`src/rtl/evt_timer_pkg.sv`:
```
package evt_timer_pkg;

  typedef enum logic [1:0] {
    SEL_CLK  = 2'd0,
    SEL_SS   = 2'd1,
    SEL_RLD  = 2'd2,
    SEL_NONE = 2'd3
  } reg_sel_e;

  localparam logic [7:0] CLK_RST = 8'h07;
  localparam logic [7:0] SS_RST  = 8'h06;
  localparam logic [7:0] RLD_RST = 8'h0A;

  localparam int unsigned SS_TXB = 0;
  localparam int unsigned SS_TXE = 1;
  localparam int unsigned SS_RXB = 2;
  localparam int unsigned SS_RXE = 3;
  localparam int unsigned CK_AUTO = 5;

endpackage

```
`src/rtl/tmr_regs.sv`:
```
module tmr_regs
  import evt_timer_pkg::*;
#(
  parameter int unsigned CNT_W   = 8,
  parameter int unsigned EXP_W   = 5,
  parameter int unsigned EXP_MAX = 21
) (
  input  logic             clk,
  input  logic             rst_n,
  input  logic             wr_en,
  input  logic [1:0]       wr_sel,
  input  logic [CNT_W-1:0] wr_data,
  input  logic             ev_tx_begin,
  input  logic             ev_tx_end,
  input  logic             ev_rx_begin,
  input  logic             ev_rx_end,
  input  logic             sw_start,
  input  logic             sw_stop,
  output logic [CNT_W-1:0] reload,
  output logic [EXP_W-1:0] exp_sel,
  output logic             auto_rld,
  output logic             start_req,
  output logic             stop_req
);

  localparam int unsigned CK_W = EXP_W + 1;
  localparam int unsigned SS_W = 4;

  logic [CK_W-1:0]  ck_q, ck_d;
  logic [SS_W-1:0]  ss_q, ss_d;
  logic [CNT_W-1:0] rl_q, rl_d;
  logic             ck_en, ss_en, rl_en;

  always_comb begin
    ck_en = wr_en && (wr_sel == SEL_CLK);
    ss_en = wr_en && (wr_sel == SEL_SS);
    rl_en = wr_en && (wr_sel == SEL_RLD);
    ck_d  = wr_data[CK_W-1:0];
    ss_d  = wr_data[SS_W-1:0];
    rl_d  = wr_data;
  end

  always_ff @(posedge clk or negedge rst_n) begin
    if (!rst_n) begin
      ck_q <= CLK_RST[CK_W-1:0];
      ss_q <= SS_RST[SS_W-1:0];
      rl_q <= CNT_W'(RLD_RST);
    end else begin
      if (ck_en) ck_q <= ck_d;
      if (ss_en) ss_q <= ss_d;
      if (rl_en) rl_q <= rl_d;
    end
  end

  always_comb begin
    start_req = (ev_tx_begin && ss_q[SS_TXB]) ||
                (ev_tx_end   && ss_q[SS_TXE]) || sw_start;
    stop_req  = (ev_rx_begin && ss_q[SS_RXB]) ||
                (ev_rx_end   && ss_q[SS_RXE]) || sw_stop;
    if (ck_q[EXP_W-1:0] > EXP_W'(EXP_MAX)) exp_sel = EXP_W'(EXP_MAX);
    else                                   exp_sel = ck_q[EXP_W-1:0];
    auto_rld = ck_q[CK_AUTO];
    reload   = rl_q;
  end

endmodule

```
`src/rtl/tmr_prescaler.sv`:
```
module tmr_prescaler #(
  parameter int unsigned EXP_W   = 5,
  parameter int unsigned EXP_MAX = 21
) (
  input  logic             clk,
  input  logic             rst_n,
  input  logic             clear,
  input  logic             run,
  input  logic [EXP_W-1:0] exp_sel,
  output logic             tick
);

  localparam int unsigned PRE_W = (EXP_MAX < 1) ? 1 : EXP_MAX;

  logic [PRE_W-1:0] cnt_q, cnt_d, mask;
  logic             cnt_en;

  always_comb begin
    mask   = (PRE_W'(1) << exp_sel) - PRE_W'(1);
    tick   = run && ((cnt_q & mask) == mask);
    cnt_en = clear || run;
    cnt_d  = clear ? '0 : cnt_q + PRE_W'(1);
  end

  always_ff @(posedge clk or negedge rst_n) begin
    if (!rst_n)      cnt_q <= '0;
    else if (cnt_en) cnt_q <= cnt_d;
  end

endmodule

```
`src/rtl/tmr_core.sv`:
```
module tmr_core #(
  parameter int unsigned CNT_W = 8
) (
  input  logic             clk,
  input  logic             rst_n,
  input  logic             start,
  input  logic             stop,
  input  logic             tick,
  input  logic             auto_rld,
  input  logic [CNT_W-1:0] reload,
  output logic [CNT_W-1:0] value,
  output logic             running,
  output logic             expire
);

  logic [CNT_W-1:0] val_q, val_d;
  logic             run_q, run_d, xp_q, xp_d, last;

  always_comb begin
    val_d = val_q;
    run_d = run_q;
    xp_d  = 1'b0;
    last  = (val_q <= CNT_W'(1));
    if (start) begin
      val_d = reload;
      run_d = 1'b1;
    end else if (stop) begin
      run_d = 1'b0;
    end else if (run_q && tick) begin
      if (last) begin
        xp_d  = 1'b1;
        val_d = auto_rld ? reload : '0;
        run_d = auto_rld;
      end else begin
        val_d = val_q - CNT_W'(1);
      end
    end
  end

  always_ff @(posedge clk or negedge rst_n) begin
    if (!rst_n) begin
      val_q <= '0;
      run_q <= 1'b0;
      xp_q  <= 1'b0;
    end else begin
      val_q <= val_d;
      run_q <= run_d;
      xp_q  <= xp_d;
    end
  end

  assign value   = val_q;
  assign running = run_q;
  assign expire  = xp_q;

  assert_start_loads_R4: assert property (@(posedge clk) disable iff (!rst_n)
    start |=> (running && value == $past(reload)));

  assert_stop_silent_R3: assert property (@(posedge clk) disable iff (!rst_n)
    (stop && !start) |=> (!running && !expire && $stable(value)));

  assert_hold_no_tick_R5: assert property (@(posedge clk) disable iff (!rst_n)
    (!start && !tick) |=> ($stable(value) && !expire));

  assert_expire_running_R6: assert property (@(posedge clk) disable iff (!rst_n)
    expire |-> $past(running));

  assert_expire_idle_zero_R6: assert property (@(posedge clk) disable iff (!rst_n)
    (expire && !running) |-> (value == '0));

  assert_auto_reload_R7: assert property (@(posedge clk) disable iff (!rst_n)
    (running && tick && !start && !stop && value <= CNT_W'(1) && auto_rld)
      |=> (running && expire && value == $past(reload)));

  assert_start_wins_R8: assert property (@(posedge clk) disable iff (!rst_n)
    (start && stop) |=> running);

endmodule

```
`src/rtl/evt_reload_timer.sv`:
```
module evt_reload_timer #(
  parameter int unsigned CNT_W   = 8,
  parameter int unsigned EXP_W   = 5,
  parameter int unsigned EXP_MAX = 21
) (
  input  logic             clk,
  input  logic             rst_n,
  input  logic             wr_en,
  input  logic [1:0]       wr_sel,
  input  logic [CNT_W-1:0] wr_data,
  input  logic             ev_tx_begin,
  input  logic             ev_tx_end,
  input  logic             ev_rx_begin,
  input  logic             ev_rx_end,
  input  logic             sw_start,
  input  logic             sw_stop,
  output logic [CNT_W-1:0] tmr_value,
  output logic             tmr_running,
  output logic             tmr_expire
);

  logic [CNT_W-1:0] reload;
  logic [EXP_W-1:0] exp_sel;
  logic             auto_rld, start_req, stop_req, tick;

  tmr_regs #(.CNT_W(CNT_W), .EXP_W(EXP_W), .EXP_MAX(EXP_MAX)) regs_i (
    .clk(clk), .rst_n(rst_n), .wr_en(wr_en), .wr_sel(wr_sel), .wr_data(wr_data),
    .ev_tx_begin(ev_tx_begin), .ev_tx_end(ev_tx_end),
    .ev_rx_begin(ev_rx_begin), .ev_rx_end(ev_rx_end),
    .sw_start(sw_start), .sw_stop(sw_stop),
    .reload(reload), .exp_sel(exp_sel), .auto_rld(auto_rld),
    .start_req(start_req), .stop_req(stop_req)
  );

  tmr_prescaler #(.EXP_W(EXP_W), .EXP_MAX(EXP_MAX)) pre_i (
    .clk(clk), .rst_n(rst_n), .clear(start_req), .run(tmr_running),
    .exp_sel(exp_sel), .tick(tick)
  );

  tmr_core #(.CNT_W(CNT_W)) core_i (
    .clk(clk), .rst_n(rst_n), .start(start_req), .stop(stop_req), .tick(tick),
    .auto_rld(auto_rld), .reload(reload),
    .value(tmr_value), .running(tmr_running), .expire(tmr_expire)
  );

endmodule

```
`config.mk`:
```
export PLATFORM = sky130hd
export DESIGN_NAME = evt_reload_timer
export DESIGN_NICKNAME = d
export VERILOG_FILES = /design/src/rtl/evt_timer_pkg.sv /design/src/rtl/tmr_regs.sv /design/src/rtl/tmr_prescaler.sv /design/src/rtl/tmr_core.sv /design/src/rtl/evt_reload_timer.sv
export SDC_FILE = /design/constraint.sdc
export NUM_CORES = 1
export LEC_CHECK = 0
export ABC_AREA = 0
export ABC_CLOCK_PERIOD_IN_PS = 4300
export BUFFER_PORTS_ARGS = -buffer_cell sky130_fd_sc_hd__buf_4
export CAP_MARGIN = 20
export CORE_MARGIN = 2
export CORE_UTILIZATION = 55
export CTS_CLUSTER_DIAMETER = 80
export DETAILED_ROUTE_END_ITERATION = 8
export MAX_ROUTING_LAYER = met4
export PLACE_DENSITY_LB_ADDON = 0.08
export SLEW_MARGIN = 20
export SYNTH_ARGS = -nofsm -noshare
export SYNTH_HDL_FRONTEND = slang
export SYNTH_SLANG_ARGS = --single-unit
```
`constraint.sdc`:
```
create_clock -name clk -period 4.3 [get_ports clk]
set_input_delay 0.86 -clock clk [delete_from_list [all_inputs] [get_ports clk]]
set_output_delay 0.86 -clock clk [all_outputs]
set_load 0.05 [all_outputs]
```
==> flow_summary.json, run 1 <==
{
  "synth_area_leaders": "dfrtp_1 (35%), mux2_2 (6.3%), dfstp_2 (6.1%)",
  "grt_pass1_vias": 2388,
  "drive_above_1_share_pct": 22.5,
  "numPortBuffers": 28,
  "cp-start-kind": "flip-flop",
  "slew_headroom_pct": 33.5,
  "crit_family": "simple AND/OR/NAND/NOR gates",
  "power.switching_mw": 0.567,
  "combPwrFrac_pct": 34.1,
  "r2r_setup_slack_ps": 740,
  "die_h_um": 78.2,
  "reg2reg_to": "core_i.value[7]",
  "cts_setup_buffers": 0,
  "fin_area_um2": 3370,
  "drc": 0,
  "period_share_pct": 82.9,
  "multiInputGateArea_um2": 1660,
  "drtIter0Drc": 266,
  "crit_buf_inv": 0,
  "path_class": "reg -> reg",
  "n_antenna_cell": 0,
  "ctsHoldBuffers": 0,
  "yosysWarningCount": 0,
  "hp-start": "regs_i.reload[2]",
  "gp_congestion": 0.907,
  "synth.distinct_cells": 60,
  "synth_seq_cells": 49,
  "io_pins": 29,
  "clk_latency_ps": 320,
  "setup_tns_ps": 0,
  "hold_class": "reg -> reg",
  "clockPowerShare_pct": 23.9,
  "syn-num-nets": 339,
  "clk_pin_slew_ps": 110,
  "drt_wl_total_um": 6990,
  "synthArstFlopShare_pct": 100,
  "die-area_um2": 6110,
  "cellLeakagePower_nw": 1.36,
  "setup_viol": 0,
  "hold_violations": 0,
  "sequentialPowerShare_pct": 42.0,
  "synthXorXnorAreaFrac_pct": 5.21,
  "firstDrtPassIters": 4,
  "avgSynthCellArea_um2": 9.57,
  "finClkSkew_ps": 14.6,
  "rsz0062_at_grt": "no",
  "reg2reg_depth": 10,
  "cp_data_required_time_ps": 4520,
  "yosys.area_share.simple_pct": 21.5,
  "synth_compound_area_share_pct": 18.7,
  "final_nets": 360,
  "cts_sinks": 49,
  "crit_arrival_ps": 3780,
  "grt_use_total_pct": 25.2,
  "synth-adder-area-share_pct": 1.65,
  "r2r_start": "regs_i.ck_q[1]",
  "run_status": "complete, no violations",
  "cts-resized-gates": 0,
  "cp_max_fo": 21,
  "slowest_stage": "dfstp_2",
  "placed_cell_area_um2": 3250,
  "yosys_most_used_dff": "dfrtp_1",
  "yosysMostFrequentCell": "dfrtp_1",
  "hold_end": "regs_i.reload[2]",
  "worst_pin_slew_ps": 997,
  "globalRoute.totalOverflow": 0,
  "initial_utilization_pct": 56.0,
  "area_growth_pct": 11.4,
  "path_cells": "or2_1, or3_1, ha_1, nor2_1, a31oi_1, o32ai_1, a2111o_1, nor3_2, nand4_1, a32o_1",
  "p_int_mw": 0.900,
  "yosysSeqAreaShare_pct": 40.8,
  "cts_max_level": 2,
  "cts.path.max_buffers": 2,
  "synth_top_family_by_area": "simple AND/OR/NAND/NOR gates",
  "syn_area_um2": 3030,
  "grt_max_degree": 50,
  "core_um2": 5410,
  "register_area_um2": 1230,
  "max_stage_delay_ps": 760,
  "p_per_area_nw_per_um2": 435,
  "syn_inst": 316,
  "cts_tree": "done",
  "timing.fmax_ghz": 0.281,
  "antenna_left": 0,
  "drv_slew": 0,
  "nFillCells": 487,
  "hold_depth": 1,
  "rows": 27,
  "ir_drop_mv": 0.323,
  "cp-end-kind": "flip-flop",
  "viasPerCell": 6.16,
  "synth-edff-count": 0,
  "switching_share_pct": 38.7,
  "grt_pass1_wl_um": 11700,
  "synth_top_area_share_pct": 34.7,
  "synthMuxAreaShare_pct": 7.65,
  "synth_common_cells": "dfrtp_1 (42), nor2_1 (37), nand2_1 (21)",
  "antenna_found_initial": 0,
  "via_count": 2525,
  "wl_per_cell_um": 17.0,
  "die_x_um": 78.2,
  "cts_buffers": 5,
  "min_period_ps": 3560,
  "drv_cap": 0,
  "yosysTopAreaCell": "dfrtp_1",
  "cts-root-buf": "clkbuf_8",
  "dp_hpwl_um": 4910
}
registers in the layout (all words and copies together) (netlist names):
signal and cells:
pre_i.cnt_q 21, core_i.running 1, regs_i.reload 8, regs_i.ck_q 6
core_i.value 8, core_i.expire 1, regs_i.ss_q 4
routing by layer:
metal	vias to the layer above	share of wire (%)	track usage, %
met5	-	0	-
met3	14	5.3	4.25
li1	1213	-	-
met4	0	2.1	10.0
met2	71	49	39.5
met1	1227	43	32.8
logic make-up after synthesis:
family / Yosys count
xor+xnor: 18
simple gates: 125
buf+inv: 28
fa+ha+maj: 4
flops: 49
compound gates: 71
mux: 21
worst max path at each step:
stage / start / to / slack (ps) / cells past startpoint
2_1_floorplan: regs_i.ck_q[3] / core_i.value[2] / 1110 / 12
3_3_place_gp: regs_i.ck_q[1] / core_i.value[2] / 900 / 10
3_5_place_dp: regs_i.ck_q[1] / core_i.value[4] / 810 / 10
4_1_cts: regs_i.ck_q[1] / core_i.value[2] / 780 / 10
5_1_grt: regs_i.ck_q[1] / core_i.value[4] / 390 / 10
6_report: regs_i.ck_q[1] / core_i.value[7] / 740 / 10
through the flow:
| step | utilization [%] | std cells | hold slack, ps | power [mW] | setup WS [ps] |
|---|---|---|---|---|---|
| finish | 62.4 | 410 | 518 | 1.47 | 735 |
| global route | 62.4 | 410 | 543 | 1.55 | 391 |
| CTS | 62.3 | 410 | 524 | 1.47 | 780 |
| detailed placement | 60.2 | 402 | 500 | 1.12 | 808 |
| global placement | 60.2 | 402 | 491 | 1.11 | 901 |
| floorplan | - | 316 | 479 | 0.986 | 1110 |
power groups by stage:
stage               clock, mW  sequential, mW  combinational [mW]
floorplan                   0           0.665               0.320
global placement            0           0.622               0.493
detailed placement          0           0.622               0.498
CTS                     0.360           0.615               0.500
global route            0.379           0.627               0.544
finish                  0.350           0.617               0.501
cell usage in the layout (no fill, tap or decap), types with 7 or more instances in the layout:
cell type and count:
a32o_1 8, nand2_1 21, inv_1 11, dfstp_2 7, mux2_2 17, o21ai_0 14, nor3_1 7, xor2_1 11
a21oi_1 12, buf_4 31, nand3_1 13, nor2_1 37, dfrtp_1 42, xnor2_1 7, nand4_1 8
layout make-up:
class,count,area share [%]
clock buffers,5,2.04
clock inverters,3,1.41
inverters,11,1.22
multi-input cells,239,49.1
flip-flops and latches,49,36.6
well taps,72,2.67
repair buffers,31,6.90
No activity file was read; power rests on OpenSTA's default activity.
==> run 2: changes to the inputs <==
--- a/config.mk
+++ b/config.mk
@@ -5,12 +5,12 @@
 export SDC_FILE = /design/constraint.sdc
 export NUM_CORES = 1
 export LEC_CHECK = 0
-export ABC_AREA = 0
-export ABC_CLOCK_PERIOD_IN_PS = 4300
+export ABC_AREA = 1
+export ABC_CLOCK_PERIOD_IN_PS = 3200
 export BUFFER_PORTS_ARGS = -buffer_cell sky130_fd_sc_hd__buf_4
 export CAP_MARGIN = 20
 export CORE_MARGIN = 2
-export CORE_UTILIZATION = 55
+export CORE_UTILIZATION = 54
 export CTS_CLUSTER_DIAMETER = 80
 export DETAILED_ROUTE_END_ITERATION = 8
 export MAX_ROUTING_LAYER = met4
==> constraint.sdc (replaced) <==
create_clock -name clk -period 3.2 [get_ports clk]
set_input_delay 0.64 -clock clk [delete_from_list [all_inputs] [get_ports clk]]
set_output_delay 0.64 -clock clk [all_outputs]
set_load 0.05 [all_outputs]
==> run 2 against run 1 <==
Effect of this change: fmax increased by 24%; via count rose by 28%; clock power rose by 5%; utilization is 0.41 points lower; critical endpoint is now core_i.value[4]; largest cell class unchanged.
==> flow_summary.json, run 2 <==
{
  "run_status": "complete, no violations",
  "worst_pin_slew_ps": 657,
  "cp-start-kind": "flip-flop",
  "viasPerCell": 5.72,
  "r2r_setup_slack_ps": 320,
  "initial_utilization_pct": 55.5,
  "drt_wl_total_um": 8350,
  "yosysWarningCount": 0,
  "gp_congestion": 1.03,
  "min_period_ps": 2880,
  "grt_use_total_pct": 27.6,
  "drv_slew": 0,
  "synth.distinct_cells": 41,
  "antenna_found_initial": 0,
  "synth_area_leaders": "dfrtp_1 (32%), nand2_1 (11%), nand3_1 (7.4%)",
  "clk_latency_ps": 310,
  "die-area_um2": 6640,
  "fin_ws_ps": 317,
  "hold_violations": 0,
  "cp_data_required_time_ps": 3440,
  "cts.path.max_buffers": 2,
  "yosys_most_used_dff": "dfrtp_1",
  "rows": 28,
  "drc": 0,
  "fin_hold_ws_ps": 355,
  "wl_per_cell_um": 14.8,
  "largest_register": "pre_i.cnt_q",
  "multiInputGateArea_um2": 1710,
  "r2r_start": "regs_i.ck_q[2]",
  "area_growth_pct": 11.7,
  "drv_cap": 0,
  "nFillCells": 535,
  "cellLeakagePower_nw": 1.76,
  "largest_reg_flops": 21,
  "grt_pass1_vias": 3011,
  "slowest_stage": "dfstp_2",
  "drive_above_1_share_pct": 14.7,
  "register_area_um2": 1230,
  "drtIter0Drc": 288,
  "cts-root-buf": "clkbuf_8",
  "synth_common_cells": "nand2_1 (96), inv_1 (57), nor2_1 (49)",
  "cp-end-kind": "flip-flop",
  "stdcell_count": 566,
  "dp_cells": 556,
  "reg2reg_depth": 21,
  "slew_headroom_pct": 56.2,
  "syn_area_um2": 3240,
  "dp_hpwl_um": 6250,
  "setup_viol": 0,
  "p_per_area_nw_per_um2": 606,
  "synth_top_area_share_pct": 32.4,
  "syn_inst": 461,
  "cts_buffers": 5,
  "cts_max_level": 2,
  "synthArstFlopShare_pct": 100,
  "yosysMostFrequentCell": "nand2_1",
  "crit_arrival_ps": 3130,
  "period_share_pct": 90.1,
  "ir_drop_mv": 0.514,
  "final_cell_mix": "nand2_1 (96), inv_1 (57), nor2_1 (49)",
  "path_cells": "nand2_1, nand2_2, nand2_2, nand4_1, nor2_1, inv_1, ha_1, nand2_1, inv_2, nand2_1, nor2_2, nand2_1, nor2_1, nor2_1, nand2_1, nand3_1, nor2_2, nand3_2, nand2_4, nand3_1, nand2_1",
  "crit_buf_inv": 2,
  "yosysTopAreaCell": "dfrtp_1",
  "yosysSeqAreaShare_pct": 38.1,
  "final_nets": 513,
  "place_ws_ps": 212,
  "crit_family": "simple AND/OR/NAND/NOR gates",
  "die_h_um": 81.5,
  "via_count": 3235,
  "timing.fmax_ghz": 0.347,
  "finClkSkew_ps": 8.36,
  "clk_pin_slew_ps": 90,
  "cts_sinks": 49,
  "synth-edff-count": 0,
  "final_util_pct": 62.0,
  "die_x_um": 81.5,
  "ctsHoldBuffers": 0,
  "cts_tree": "done",
  "synth_seq_cells": 49,
  "globalRoute.totalOverflow": 0,
  "grt_max_degree": 50,
  "io_pins": 29,
  "grt_pass1_wl_um": 13600,
  "max_stage_delay_ps": 580,
  "reg2reg_to": "core_i.value[4]",
  "cp_max_fo": 9,
  "core_um2": 5850,
  "syn-num-nets": 484,
  "hold_class": "in -> async",
  "path_common_cell": "nand2_1",
  "avgSynthCellArea_um2": 7.04,
  "final_common_cell": "nand2_1",
  "path_class": "reg -> reg",
  "numPortBuffers": 28,
  "antenna_left": 0,
  "firstDrtPassIters": 6,
  "n_antenna_cell": 0
}
## run 2: area by class of cell
class	instances	share of cell area (%)
flip-flops and latches	49	34.1
well taps	75	2.59
inverters	64	6.63
repair buffers	35	7.25
clock inverters	1	0.207
multi-input cells	335	47.2
clock buffers	7	2.11
## run 2: cells by family after synthesis
logic type      share of synthesized area (%)
flops                                    38.1
compound gates                           13.7
fa+ha+maj                                1.54
xor+xnor                                 1.35
buf+inv                                  9.49
simple gates                             35.2
mux                                     0.694
## run 2: per-stage QoR
| stage | area [um2] | TNS (ps) | power, mW |
|---|---|---|---|
| final | 3620 | 0 | 2.20 |
| after global routing | 3620 | -102 | 2.35 |
| after detailed placement | 3520 | 0 | 1.82 |
| after floorplan | 3240 | 0 | 1.56 |
| after CTS | 3600 | 0 | 2.19 |
| after global placement | 3520 | 0 | 1.81 |
## run 2: worst max path at each step
stage / start / endpoint / slack [ps] / cells after the start
floorplan: regs_i.ck_q[1] / core_i.value[4] / 760 / 20
global placement: regs_i.ck_q[2] / core_i.value[6] / 360 / 20
detailed placement: regs_i.ck_q[2] / core_i.value[4] / 210 / 20
CTS: regs_i.ck_q[2] / core_i.value[4] / 180 / 20
global route: regs_i.ck_q[2] / core_i.value[4] / -20 / 21
finish: regs_i.ck_q[2] / core_i.value[4] / 320 / 21
## run 2: report_power, final
part | internal, mW | switching (mW) | leakage [nW] | total, mW
sequential | 0.713 | 0.105 | 0.632 | 0.818
combinational | 0.348 | 0.663 | 1.09 | 1.01
clock | 0.155 | 0.213 | 0.0385 | 0.369
total | 1.22 | 0.981 | 1.76 | 2.20
## run 2: per-layer routing
layer / routed length (um) / vias to the layer above / track usage [%]
li1: - / 1605 / -
met1: 3620 / 1523 / 33.2
met2: 4120 / 84 / 45.8
met3: 307 / 23 / 4.40
met4: 306 / 0 / 12.2
met5: 0 / - / -
## run 2: timing repair
action / in CTS / in global routing
setup endpoints to repair: 0 / 10
endpoints found under the hold margin: 0 / 0
gates resized for setup: 0 / 1
setup buffers: 0 / 2
